$ cat config.mk
export PLATFORM = sky130hd
export DESIGN_NAME = disp_list_seq
export DESIGN_NICKNAME = d
export VERILOG_FILES = /design/src/rtl/dls_pkg.sv /design/src/rtl/dls_line_addr.sv /design/src/rtl/dls_irq_acc.sv /design/src/rtl/disp_list_seq.sv
export SDC_FILE = /design/constraint.sdc
export NUM_CORES = 1
export LEC_CHECK = 0
export BUFFER_PORTS_ARGS = -buffer_cell sky130_fd_sc_hd__buf_2
export CAP_MARGIN = 10
export CORE_AREA = 2 2 170 172
export DETAILED_ROUTE_END_ITERATION = 16
export DIE_AREA = 0 0 172 174
export GPL_TIMING_DRIVEN = 0
export PLACE_DENSITY = 0.51
export SLEW_MARGIN = 40
export SYNTH_ARGS = -nofsm -noshare
export SYNTH_HDL_FRONTEND = slang
export SYNTH_SLANG_ARGS = --single-unit
$ cat constraint.sdc
create_clock -name clk -period 2.5 [get_ports clk]
set_clock_uncertainty 0.1 [all_clocks]
set_input_delay 0.5 -clock clk [delete_from_list [all_inputs] [get_ports clk]]
set_output_delay 0.5 -clock clk [all_outputs]
set_load 0.005 [all_outputs]
$ cat src/rtl/dls_pkg.sv
package dls_pkg;
    localparam int WORD_W  = 16;
    localparam int WORDS_W = 8;
    localparam int TAB_W   = 6;

    typedef enum logic [3:0] {
        ST_IDLE,
        ST_HEAD_PTR,
        ST_HEAD_IRQ,
        ST_DESC_NEXT,
        ST_DESC_CTRL,
        ST_DESC_BASE,
        ST_DESC_COUNT,
        ST_WAIT_LINE,
        ST_EMIT
    } seq_state_e;
endpackage

$ cat src/rtl/dls_line_addr.sv
module dls_line_addr
    import dls_pkg::*;
(
    input  logic               clk,
    input  logic               rst_n,
    input  logic               load,
    input  logic               advance,
    input  logic [WORD_W-1:0]  base,
    input  logic [WORDS_W-1:0] words,
    input  logic               lowres,
    input  logic               odd,
    output logic [WORD_W-1:0]  addr
);
    localparam int PAD_W = WORD_W - WORDS_W;

    logic [WORD_W-1:0] step;
    logic [WORD_W-1:0] first_ofs;

    always_comb begin
        first_ofs = (odd && !lowres) ? {{PAD_W{1'b0}}, words} : '0;
    end

    always_ff @(posedge clk) begin
        if (!rst_n) begin
            addr <= '0;
            step <= '0;
        end else if (load) begin
            addr <= base + first_ofs;
            step <= lowres ? '0 : {{(PAD_W-1){1'b0}}, words, 1'b0};
        end else if (advance) begin
            addr <= addr + step;
        end
    end
endmodule

$ cat src/rtl/dls_irq_acc.sv
module dls_irq_acc
    import dls_pkg::*;
(
    input  logic              clk,
    input  logic              rst_n,
    input  logic              merge,
    input  logic [WORD_W-1:0] mask,
    input  logic [WORD_W-1:0] clr,
    output logic [WORD_W-1:0] pend
);
    always_ff @(posedge clk) begin
        if (!rst_n) begin
            pend <= '0;
        end else begin
            pend <= (pend & ~clr) | (merge ? mask : '0);
        end
    end
endmodule

$ cat src/rtl/disp_list_seq.sv
module disp_list_seq
    import dls_pkg::*;
#(
    parameter logic [15:0] HEAD_ADDR   = 16'h0110,
    parameter int          FIELD_LINES = 262
) (
    input  logic               clk,
    input  logic               rst_n,
    input  logic               field_start,
    input  logic               field_odd,
    input  logic               line_start,
    output logic               mem_req,
    output logic [WORD_W-1:0]  mem_addr,
    input  logic [WORD_W-1:0]  mem_rdata,
    input  logic               mem_rvalid,
    output logic               line_valid,
    input  logic               line_ready,
    output logic [WORD_W-1:0]  line_addr,
    output logic [WORDS_W-1:0] line_words,
    output logic [TAB_W-1:0]   line_htab,
    output logic               line_lowres,
    output logic               line_inverse,
    output logic               line_blank,
    input  logic [WORD_W-1:0]  irq_clr,
    output logic [WORD_W-1:0]  irq_pend,
    output logic               err_flag
);
    localparam int CNT_W = $clog2(FIELD_LINES + 1);
    localparam logic [CNT_W-1:0] LAST_LINE = CNT_W'(FIELD_LINES - 1);

    seq_state_e state, state_nx;

    logic [WORD_W-1:0] nxt, ptr, ctrl, rem;
    logic [CNT_W-1:0]  line_cnt;
    logic tail, pol, rd_busy, pend, odd_r;
    logic rd_done, fetching;
    logic chain, set_err, set_tail, ld_addr, step, accept, irq_merge;

    assign rd_done  = mem_rvalid && rd_busy;
    assign fetching = (state == ST_HEAD_PTR) || (state == ST_HEAD_IRQ) ||
                      (state == ST_DESC_NEXT) || (state == ST_DESC_CTRL) ||
                      (state == ST_DESC_BASE) || (state == ST_DESC_COUNT);

    // next state and strobes
    always_comb begin
        state_nx  = state;
        chain     = 1'b0;
        set_err   = 1'b0;
        set_tail  = 1'b0;
        ld_addr   = 1'b0;
        step      = 1'b0;
        accept    = 1'b0;
        irq_merge = 1'b0;
        if (field_start) begin
            state_nx = ST_HEAD_PTR;
        end else begin
            unique case (state)
                ST_IDLE:       state_nx = ST_IDLE;
                ST_HEAD_PTR:   if (rd_done) state_nx = ST_HEAD_IRQ;
                ST_HEAD_IRQ:   if (rd_done) begin
                                   irq_merge = 1'b1;
                                   chain     = 1'b1;
                               end
                ST_DESC_NEXT:  if (rd_done) state_nx = ST_DESC_CTRL;
                ST_DESC_CTRL:  if (rd_done) state_nx = ST_DESC_BASE;
                ST_DESC_BASE:  if (rd_done) begin
                                   if (mem_rdata[0] || ctrl[8]) begin
                                       set_err  = 1'b1;
                                       set_tail = 1'b1;
                                       state_nx = ST_WAIT_LINE;
                                   end else begin
                                       ld_addr  = 1'b1;
                                       state_nx = ST_DESC_COUNT;
                                   end
                               end
                ST_DESC_COUNT: if (rd_done) begin
                                   if (mem_rdata == '0) chain = 1'b1;
                                   else state_nx = ST_WAIT_LINE;
                               end
                ST_WAIT_LINE:  if (pend) state_nx = ST_EMIT;
                ST_EMIT:       if (line_ready) begin
                                   accept = 1'b1;
                                   if (line_cnt == LAST_LINE) begin
                                       state_nx = ST_IDLE;
                                   end else if (tail) begin
                                       state_nx = ST_WAIT_LINE;
                                   end else begin
                                       step = 1'b1;
                                       if (rem == 16'd1) chain = 1'b1;
                                       else state_nx = ST_WAIT_LINE;
                                   end
                               end
                default:       state_nx = ST_IDLE;
            endcase
            if (chain) begin
                if (nxt == '0) begin
                    set_tail = 1'b1;
                    state_nx = ST_WAIT_LINE;
                end else if (nxt[0]) begin
                    set_err  = 1'b1;
                    set_tail = 1'b1;
                    state_nx = ST_WAIT_LINE;
                end else begin
                    state_nx = ST_DESC_NEXT;
                end
            end
        end
    end

    // state register
    always_ff @(posedge clk) begin
        if (!rst_n) state <= ST_IDLE;
        else        state <= state_nx;
    end

    // list walk registers
    always_ff @(posedge clk) begin
        if (!rst_n) begin
            nxt <= '0; ptr <= '0; ctrl <= '0; rem <= '0;
            line_cnt <= '0; tail <= 1'b0; pol <= 1'b0;
            err_flag <= 1'b0; rd_busy <= 1'b0; pend <= 1'b0; odd_r <= 1'b0;
        end else if (field_start) begin
            line_cnt <= '0; tail <= 1'b0; err_flag <= 1'b0;
            rd_busy  <= 1'b0; pend <= 1'b0; odd_r <= field_odd;
        end else begin
            if (mem_req)         rd_busy <= 1'b1;
            else if (mem_rvalid) rd_busy <= 1'b0;
            if (line_start)                                pend <= 1'b1;
            else if (state == ST_WAIT_LINE && pend)        pend <= 1'b0;
            if (rd_done) begin
                if (state == ST_HEAD_PTR || state == ST_DESC_NEXT) nxt <= mem_rdata;
                if (state == ST_DESC_CTRL) ctrl <= mem_rdata;
                if (state == ST_DESC_COUNT) begin
                    rem <= mem_rdata;
                    pol <= ctrl[1];
                end
            end
            if (chain && state_nx == ST_DESC_NEXT) ptr <= nxt;
            if (set_err)  err_flag <= 1'b1;
            if (set_tail) tail <= 1'b1;
            if (accept)   line_cnt <= line_cnt + 1'b1;
            if (step)     rem <= rem - 1'b1;
        end
    end

    // outputs
    always_comb begin
        mem_req = fetching && !rd_busy && !field_start;
        unique case (state)
            ST_HEAD_PTR:   mem_addr = HEAD_ADDR;
            ST_HEAD_IRQ:   mem_addr = HEAD_ADDR + 16'd1;
            ST_DESC_CTRL:  mem_addr = ptr + 16'd1;
            ST_DESC_BASE:  mem_addr = ptr + 16'd2;
            ST_DESC_COUNT: mem_addr = ptr + 16'd3;
            default:       mem_addr = ptr;
        endcase
        line_valid   = (state == ST_EMIT);
        line_words   = tail ? '0 : ctrl[15:8];
        line_htab    = tail ? '0 : ctrl[7:2];
        line_lowres  = tail ? 1'b0 : ctrl[0];
        line_inverse = pol;
        line_blank   = tail || (ctrl[15:8] == '0);
    end

    dls_line_addr u_addr (
        .clk     (clk),
        .rst_n   (rst_n),
        .load    (ld_addr),
        .advance (step),
        .base    (mem_rdata),
        .words   (ctrl[15:8]),
        .lowres  (ctrl[0]),
        .odd     (odd_r),
        .addr    (line_addr)
    );

    dls_irq_acc u_irq (
        .clk   (clk),
        .rst_n (rst_n),
        .merge (irq_merge),
        .mask  (mem_rdata),
        .clr   (irq_clr),
        .pend  (irq_pend)
    );
endmodule

Yosys cells after proc, flatten, opt, wreduce, memory -nomap -nowiden
Index checks and enable logic that the tools add are counted.
{ "word_totals": {"reg_bits": 131, "out_inout_bits": 68, "word_cells": 136} }
{ "op_classes": {"n_addsub": 7, "eq_ne": 11, "muxes": 67, "bitwise_logic": 5, "reduce_logical": 31} }
{ "op_table": {"columns": ["cell", "n"], "rows": [
  ["$mux 16", 6],
  ["$pmux 16 s5", 1],
  ["$mux 4", 13],
  ["$mux 1", 39],
  ["$add 16x16->16", 2],
  ["$add 16x2->16 const B", 2],
  ["$logic_not 16->1", 2],
  ["$pmux 4 s8", 1],
  ["$add 16x1->16 const B", 1],
  ["$and 16x16->16", 1],
  ["$eq 16x1->1 const B", 1],
  ["$eq 4x3->1 const B", 4],
  ["$mux 8", 2],
  ["$not 16->16", 1],
  ["$or 16x16->16", 1],
  ["$sub 16x1->16 const B", 1],
  ["$eq 4x2->1 const B", 3],
  ["$reduce_and 3->1", 4],
  ["$reduce_bool 2->1", 5],
  ["$add 9x1->9 const B", 1],
  ["$eq 9x9->1 const B", 1],
  ["$mux 9", 1],
  ["$logic_not 8->1", 1],
  ["$logic_or 1x1->1", 8],
  ["10 further kinds", 19]
]} }

Depth between registers and ports, before layout
Gate-level depths: netlist of run 1.
{ "depth": {"depth_word": 12, "ltp_mapped": 11, "ltp_nobuf": 11} }

By module
A second synthesis of run 1 with hierarchy kept.
{ "hier_totals": {"hier_cells": 852, "area_unflattened_um2": 7198.2} }
{ "modules_own_cells": {"columns": ["module", "instances", "cells_each", "area_each_um2", "seq_area_each_um2"], "rows": [
  ["disp_list_seq", 1, 559, 4621.9, 1661.6],
  ["dls_line_addr", 1, 226, 1904.3, 480.5],
  ["dls_irq_acc", 1, 67, 671.9, 320.3]
]} }

Worst setup path before layout of run 1
OpenSTA, ideal clock, no wires.
{ "synth_path": {"path_kind": "reg-to-reg", "start": "reg ctrl[0]", "end": "reg u_addr.addr[13]", "arrival_time_ps": 2480, "required_ps": 2314, "setup_slack_ps": -165, "stages_incl_launch_ff": 10, "n_path_buf": 0, "cell_sequence": "dfxtp_1 -> nor2b_1 -> and2_1 -> ha_1 -> and3_1 -> a2111oi_0 -> o21a_1 -> nor3b_1 -> xnor2_1 -> a211oi_1"} }
{ "synth_between": {"elab_chain_cells": 5} }
{ "synth_lines": {"columns": ["item", "line_no", "rtl"], "rows": [
  ["start, declared", "disp_list_seq.sv:33", "logic [WORD_W-1:0] nxt, ptr, ctrl, rem;"],
  ["start signal, assigned", "disp_list_seq.sv:132", "if (state == ST_DESC_CTRL) ctrl <= mem_rdata;"],
  ["$logic_not 1->1", "dls_line_addr.sv:20", "first_ofs = (odd && !lowres) ? {{PAD_W{1'b0}}, words} : '0;"],
  ["$logic_and 1x1->1", "dls_line_addr.sv:20", null],
  ["$mux 8", "dls_line_addr.sv:20", null],
  ["$add 16x16->16", "dls_line_addr.sv:28", "addr <= base + first_ofs;"],
  ["$mux 16", "dls_line_addr.sv:27", "end else if (load) begin"],
  ["end signal, assigned", "dls_line_addr.sv:28", null],
  ["end signal, assigned", "dls_line_addr.sv:31", "addr <= addr + step;"],
  ["end, declared", "dls_line_addr.sv:12", "output logic [WORD_W-1:0] addr"]
]} }
Every way passes these cells.
A chain may end at the register's enable or synchronous reset.

Final worst setup path of run 1
{ "layout_path": {"start": "reg state[3]", "end": "out mem_addr[9]"} }
{ "layout_between": {"elab_chain_cells": 2, "word_cells_on_any_way": 6} }
{ "layout_lines": {"columns": ["item", "line_no", "rtl"], "rows": [
  ["start, declared", "disp_list_seq.sv:31", "seq_state_e state, state_nx;"],
  ["start signal, assigned", "disp_list_seq.sv:113", "else state <= state_nx;"],
  ["$eq 4x3->1 (tied with other cells)", "disp_list_seq.sv:149", "unique case (state)"],
  ["$pmux 16 s5 (*)", "disp_list_seq.sv:149", null],
  ["end, declared", "disp_list_seq.sv:13", "output logic [WORD_W-1:0] mem_addr,"]
]} }
Mark *: on every way between the ends. The rest lies on a longest branch, timed or not.

==> impl_metrics.tcl, run 1 <==
set metrics [dict create \
    htreeDepth 4 \
    status "complete, but fails checks" \
    ys_seq_area_frac 0.355 \
    final_cell_mix "124 x nand2_1, 116 x dfxtp_1, 105 x buf_2" \
    totalWireLength_um 25000 \
    core_area_um2 28200 \
    maxSlewHeadroom 0.549 \
    antenna_cells 0 \
    first_global_vias 6642 \
    rows 62 \
    syn_to_final_growth_pct 33.6 \
    drt_pass1_iterations 5 \
    clk_path_buf_depth 2 \
    grt_overflow 0 \
    seqPwrFrac 0.429 \
    grt_antenna_before_repair 0 \
    yosys.cell_types.count 73 \
    min_path_type "in2reg" \
    grt_max_degree 17 \
    design_area_um2 9260 \
    drc 0 \
    period_minus_slack_ns 3.04 \
    internal_power_mw 3.37 \
    critical_path.max_fanout 4 \
    hold_ws_ns 0.182 \
    max_freq_mhz 329 \
    synth_ff_type "dfxtp_1" \
    synth_area_um2 6930 \
    synth_edf_count 0 \
    violations "negative setup slack" \
    fin_ws_ns -0.541 \
    die_area_um2 29900 \
    powerDensity_nw_per_um2 495 \
    rsz0062_at_grt "true" \
    cap_violations 0 \
    synth_async_sr_flop_share 0 \
    layout_commonest_cell "nand2_1" \
    syn-num-nets 947 \
    setup_viol 15 \
    p_leak_nw 3.68 \
    cp-start-kind "flop" \
    ios 107 \
    critical_path_class "reg2out" \
    clock_power_share 0.509 \
    slew_viol_final 0 \
    p_switching_mw 1.21 \
    finalSetupTns_ns -6.44 \
    dieHeight_um 174 \
    grt_pass1_wl_um 38500 \
    start_util 0.245 \
    yosysTopAreaCell "dfxtp_1" \
    port-buffer-count 101 \
    power_frac_comb 0.062 \
    insertion_delay_ns 0.44 \
    ir_drop_uv 388 \
    r2r_setup_slack_ns 0.01 \
    place_inst 1368 \
    cts_tree "built" \
    final_cells 1435 \
    cts_root_buf "clkbuf_16" \
    period_share 1.22 \
    cts.sinks 123 \
    arrival_ns 2.44 \
    tightest_slew_ns 0.676 \
    synth.top_cell.area_share 0.355 \
    drive_above_1_share 0.258 \
    grt_usage 0.167 \
    nNetsFinal 1102 \
    synth.area.top_cells "dfxtp_1 36%, nand2_1 6.8%, a21oi_1 5.5%, nor2_1 4.6%, ha_1 4.0%" \
    endpoint_kind "output pin" \
    power.share.switching 0.265 \
    cp_data_required_time_ns 1.90 \
    yosys_warnings 0 \
    drt-vias-per-instance 5.02 \
    hold_viol 0 \
    wire_per_inst_um 17.4 \
    ant_nets 0 \
    dr_total_vias 7200 \
    drt_iter0_drc 465 \
    avgSynthCellArea_um2 7.85 \
    hpwl_um 18100 \
    clk_pin_slew_ns 0.05 \
    post_dp_cell_area_um2 7930 \
    numCtsBuffers 17 \
    ys_ff_latch 123 \
    gp_congestion 0.819 \
    die_x_um 172 \
    synthCells 883 \
]
## power by group through the flow
stage	Clock, mW	Combinational [mW]	Sequential, mW
after global placement	0	0.234	2.01
after CTS	2.38	0.262	1.97
after global routing	2.47	0.305	1.97
after detailed placement	0	0.235	2.01
after floorplan	0	0.116	2.01
final	2.33	0.286	1.97
## metrics by stage
step / utilization / setup WS (ns) / power, mW
finish: 0.328 / -0.541 / 4.59
global route: 0.328 / -0.646 / 4.74
CTS: 0.315 / -0.552 / 4.61
detailed placement: 0.281 / -0.489 / 2.25
global placement: 0.280 / -0.462 / 2.25
floorplan: - / 0.0716 / 2.13
## layout make-up
| cell class | instances | area, um2 |
|---|---|---|
| Buffer | 46 | 211 |
| Clock buffer | 18 | 439 |
| Clock inverter | 14 | 113 |
| Fill cell | 3080 | 19000 |
| Inverter | 14 | 52.6 |
| Multi-Input combinational cell | 697 | 4660 |
| Sequential cell | 123 | 2480 |
| Tap cell | 384 | 480 |
| Timing Repair Buffer | 139 | 821 |
## logic make-up after synthesis
group / count (synthesis) / share of synthesized area
buffers and inverters: 63 / 0.0358
multiplexers: 19 / 0.0280
adder cells (fa/ha/maj): 25 / 0.0484
flip-flops: 123 / 0.355
AO/OA/AOI/OAI: 225 / 0.206
XOR/XNOR: 27 / 0.0341
AND/OR/NAND/NOR: 401 / 0.292
## worst max-delay path, cell delays in order (launching register included)
cell	delay, ns
dfxtp_4	0.35
and4bb_4	0.39
ha_4	0.21
a21o_1	0.17
a31oi_2	0.18
o22ai_2	0.13
o211ai_1	0.22
o21ai_1	0.12
o31ai_1	0.08
buf_2	0.15
## final timing paths
kind                            cells past startpoint               to       start
worst min register to register                      2          ctrl[7]     ctrl[7]
worst max register to register                     12  u_addr.addr[10]       odd_r
worst min-delay path                                3             pend  line_start
worst max-delay path                                9      mem_addr[9]    state[3]
## sequential cells by signal (all words and copies together), names as in the netlist
name	count
u_addr.addr	16
line_inverse	1
tail	1
pend	1
rd_busy	1
rem	16
u_addr.step	8
nxt	16
ctrl	16
ptr	16
u_irq.pend	16
odd_r	1
err_flag	1
line_cnt	9
state	4
## cell usage after synthesis, types with 3 or more instances
cell      count
a211o_1       4
a211oi_1     20
a21o_1        8
a21oi_1      76
a31oi_1       9
and2_1       10
and3_1       11
buf_2         3
clkbuf_1     44
dfxtp_1     123
fa_1          3
ha_1         22
inv_1        13
mux2_2        3
mux2i_1      16
nand2_1     126
nand2b_1      9
nand3_1      35
nand3b_1      8
nand4_1      12
nor2_1       84
nor2b_1      41
nor3_1       18
nor4_1       15
o211a_1       3
o211ai_1      9
o21a_1        8
o21ai_0      45
o221ai_1      3
o311ai_0      3
o31ai_1      10
or2_2         3
or3_1        10
xnor2_1      12
xor2_1       15
## routing by layer
metal / wire, um / part of all wire / track usage
met3: 1150 / 0.046 / 0.0310
met2: 11500 / 0.46 / 0.262
met5: 0 / 0 / 0
met1: 11900 / 0.47 / 0.232
met4: 498 / 0.020 / 0.0539
## timing repair
item                       in CTS  in global routing
hold endpoints to repair        0                  0
pin swaps                      23                 40
setup endpoints to repair      81                 78
hold buffers                    0                  0
setup buffers                  21                 17
resized for setup              78                 58
No activity file was read; power rests on OpenSTA's default activity.
==> run 2, diff against run 1 <==
- BUFFER_PORTS_ARGS: -buffer_cell sky130_fd_sc_hd__buf_2 -> not set
- CORE_AREA: 2 2 170 172 -> 2 2 113 115
- DIE_AREA: 0 0 172 174 -> 0 0 115 117
- DONT_BUFFER_PORTS: not set -> 1
- PLACE_DENSITY: 0.51 -> 0.83
==> impl_metrics.tcl, run 2 (synthesis results as in run 1) <==
set metrics [dict create \
    cp.buffers_inverters 1 \
    wire_per_inst_um 20.2 \
    die_area_um2 13500 \
    cts_root_buf "clkbuf_16" \
    dr_total_vias 7055 \
    r2r_setup_slack_ns 0.01 \
    htreeDepth 4 \
    cp_data_required_time_ns 1.90 \
    seqPwrFrac 0.440 \
    clock_power_share 0.514 \
    cp_cell_sequence "and4bb_4, buf_6, ha_4, a21o_1, a31oi_1, o22ai_2, o211ai_1, o21ai_1, o31ai_2" \
    grt_antenna_before_repair 0 \
    numCtsBuffers 17 \
    grt_usage 0.315 \
    internal_power_mw 3.34 \
    gp_congestion 0.942 \
    ir_drop_uv 405 \
    drc 0 \
    startpoint "state[3]" \
    clk_path_buf_depth 2 \
    drive_above_1_share 0.172 \
    place_inst 1033 \
    hpwl_um 14300 \
    grt_max_degree 17 \
    rsz0062_at_grt "true" \
    violations "negative setup slack" \
    ant_nets 0 \
    nNetsFinal 987 \
    min_path_type "in2reg" \
    period_minus_slack_ns 2.98 \
    drt-vias-per-instance 6.50 \
    critical_path.max_fanout 4 \
    first_global_vias 6264 \
    crit_path_max_incr_delay_ns 0.34 \
    critPathSlowestCell "dfxtp_4" \
    insertion_delay_ns 0.43 \
    p_switching_mw 1.13 \
    cts.sinks 123 \
    cp_top_family "compound AO/OA/AOI/OAI gates" \
    drt_iter0_drc 792 \
    clk_pin_slew_ns 0.06 \
    layout_commonest_cell "nand2_1" \
    r2r_start "state[0]" \
    cp-endpoint "mem_addr[15]" \
    ios 107 \
    start_util 0.563 \
    setup_viol 14 \
    tightest_slew_ns 0.756 \
    port-buffer-count 0 \
    cp-start-kind "flop" \
    holdCritStartpoint "line_start" \
    die_x_um 115 \
    hold_buffers 0 \
    rows 41 \
    hold_ws_ns 0.0930 \
    arrival_ns 2.38 \
    core_area_um2 12300 \
    fin_ws_ns -0.480 \
    p_leak_nw 3.09 \
    final_cells 1086 \
    power.share.switching 0.253 \
    grt_overflow 0 \
    cp.depth 9 \
    status "complete, but fails checks" \
    critical_path_class "reg2out" \
    power_frac_comb 0.046 \
    maxSlewHeadroom 0.496 \
    drt_pass1_iterations 7 \
    hold_viol 0 \
    reg2reg_to "u_addr.addr[11]" \
    final_core_util 0.677 \
    dieHeight_um 117 \
    cap_violations 0 \
    grt_pass1_wl_um 32800 \
    ff2ff_path_depth 7 \
    final_cell_mix "124 x nand2_1, 116 x dfxtp_1, 79 x nor2_1" \
    period_share 1.19 \
    max_freq_mhz 336 \
    slew_viol_final 0 \
    place_ws_ns -0.344 \
    syn_to_final_growth_pct 20.4 \
    powerDensity_nw_per_um2 537 \
    cts_tree "built" \
    antenna_cells 0 \
    endpoint_kind "output pin" \
    totalWireLength_um 21900 \
]
[run 2: cell types whose count changed in the layout (fill, tap and decap cells not counted), sizes merged]
cell | before | now
buf | 144 | 31
inv | 19 | 16
clkinv | 6 | 10
clkinvlp | 3 | 2
clkbuf | 59 | 57
[run 2: what timing repair did]
item,4_1_cts,5_1_grt
resized for setup,62,81
hold endpoints to repair,0,0
pin swaps,25,36
setup buffers,16,10
setup endpoints to repair,38,82
cloned,0,0
[run 2: through the flow]
stage | power (mW) | setup TNS [ns] | instance area, um2
global placement | 2.17 | -6.24 | 7120
floorplan | 2.13 | 0 | 6930
detailed placement | 2.18 | -6.73 | 7130
CTS | 4.44 | -4.66 | 8010
finish | 4.47 | -4.66 | 8340
global route | 4.58 | -5.98 | 8340
[run 2: layer usage]
| metal | wire length [um] | share of wire | track usage |
|---|---|---|---|
| met1 | 8780 | 0.40 | 0.419 |
| met2 | 9910 | 0.45 | 0.487 |
| met3 | 2440 | 0.11 | 0.0778 |
| met4 | 763 | 0.035 | 0.145 |
| met5 | 0 | 0 | 0 |
[run 2: layout make-up]
class	count	area (um2)
multi-input cells	697	4650
fillers	930	3970
flip-flops and latches	123	2480
clock buffers	18	439
repair buffers	25	210
plain buffers	45	203
well taps	150	188
clock inverters	14	118
inverters	14	52.6
[run 2: worst min-delay path by stage]
stage	end	slack (ns)	depth (start not counted)
after floorplan	ctrl[2]	0.33	2
after global placement	ctrl[2]	0.34	2
after detailed placement	ctrl[5]	0.35	2
after CTS	pend	0.09	2
after global routing	ctrl[4]	0.09	2
final	pend	0.09	2
[run 2: power by group through the flow]
stage	Clock, mW	Sequential (mW)	Combinational, mW
4_1_cts	2.29	1.97	0.176
3_3_place_gp	0	2.01	0.161
6_report	2.30	1.97	0.207
3_5_place_dp	0	2.01	0.163
5_1_grt	2.40	1.97	0.218
2_1_floorplan	0	2.01	0.116
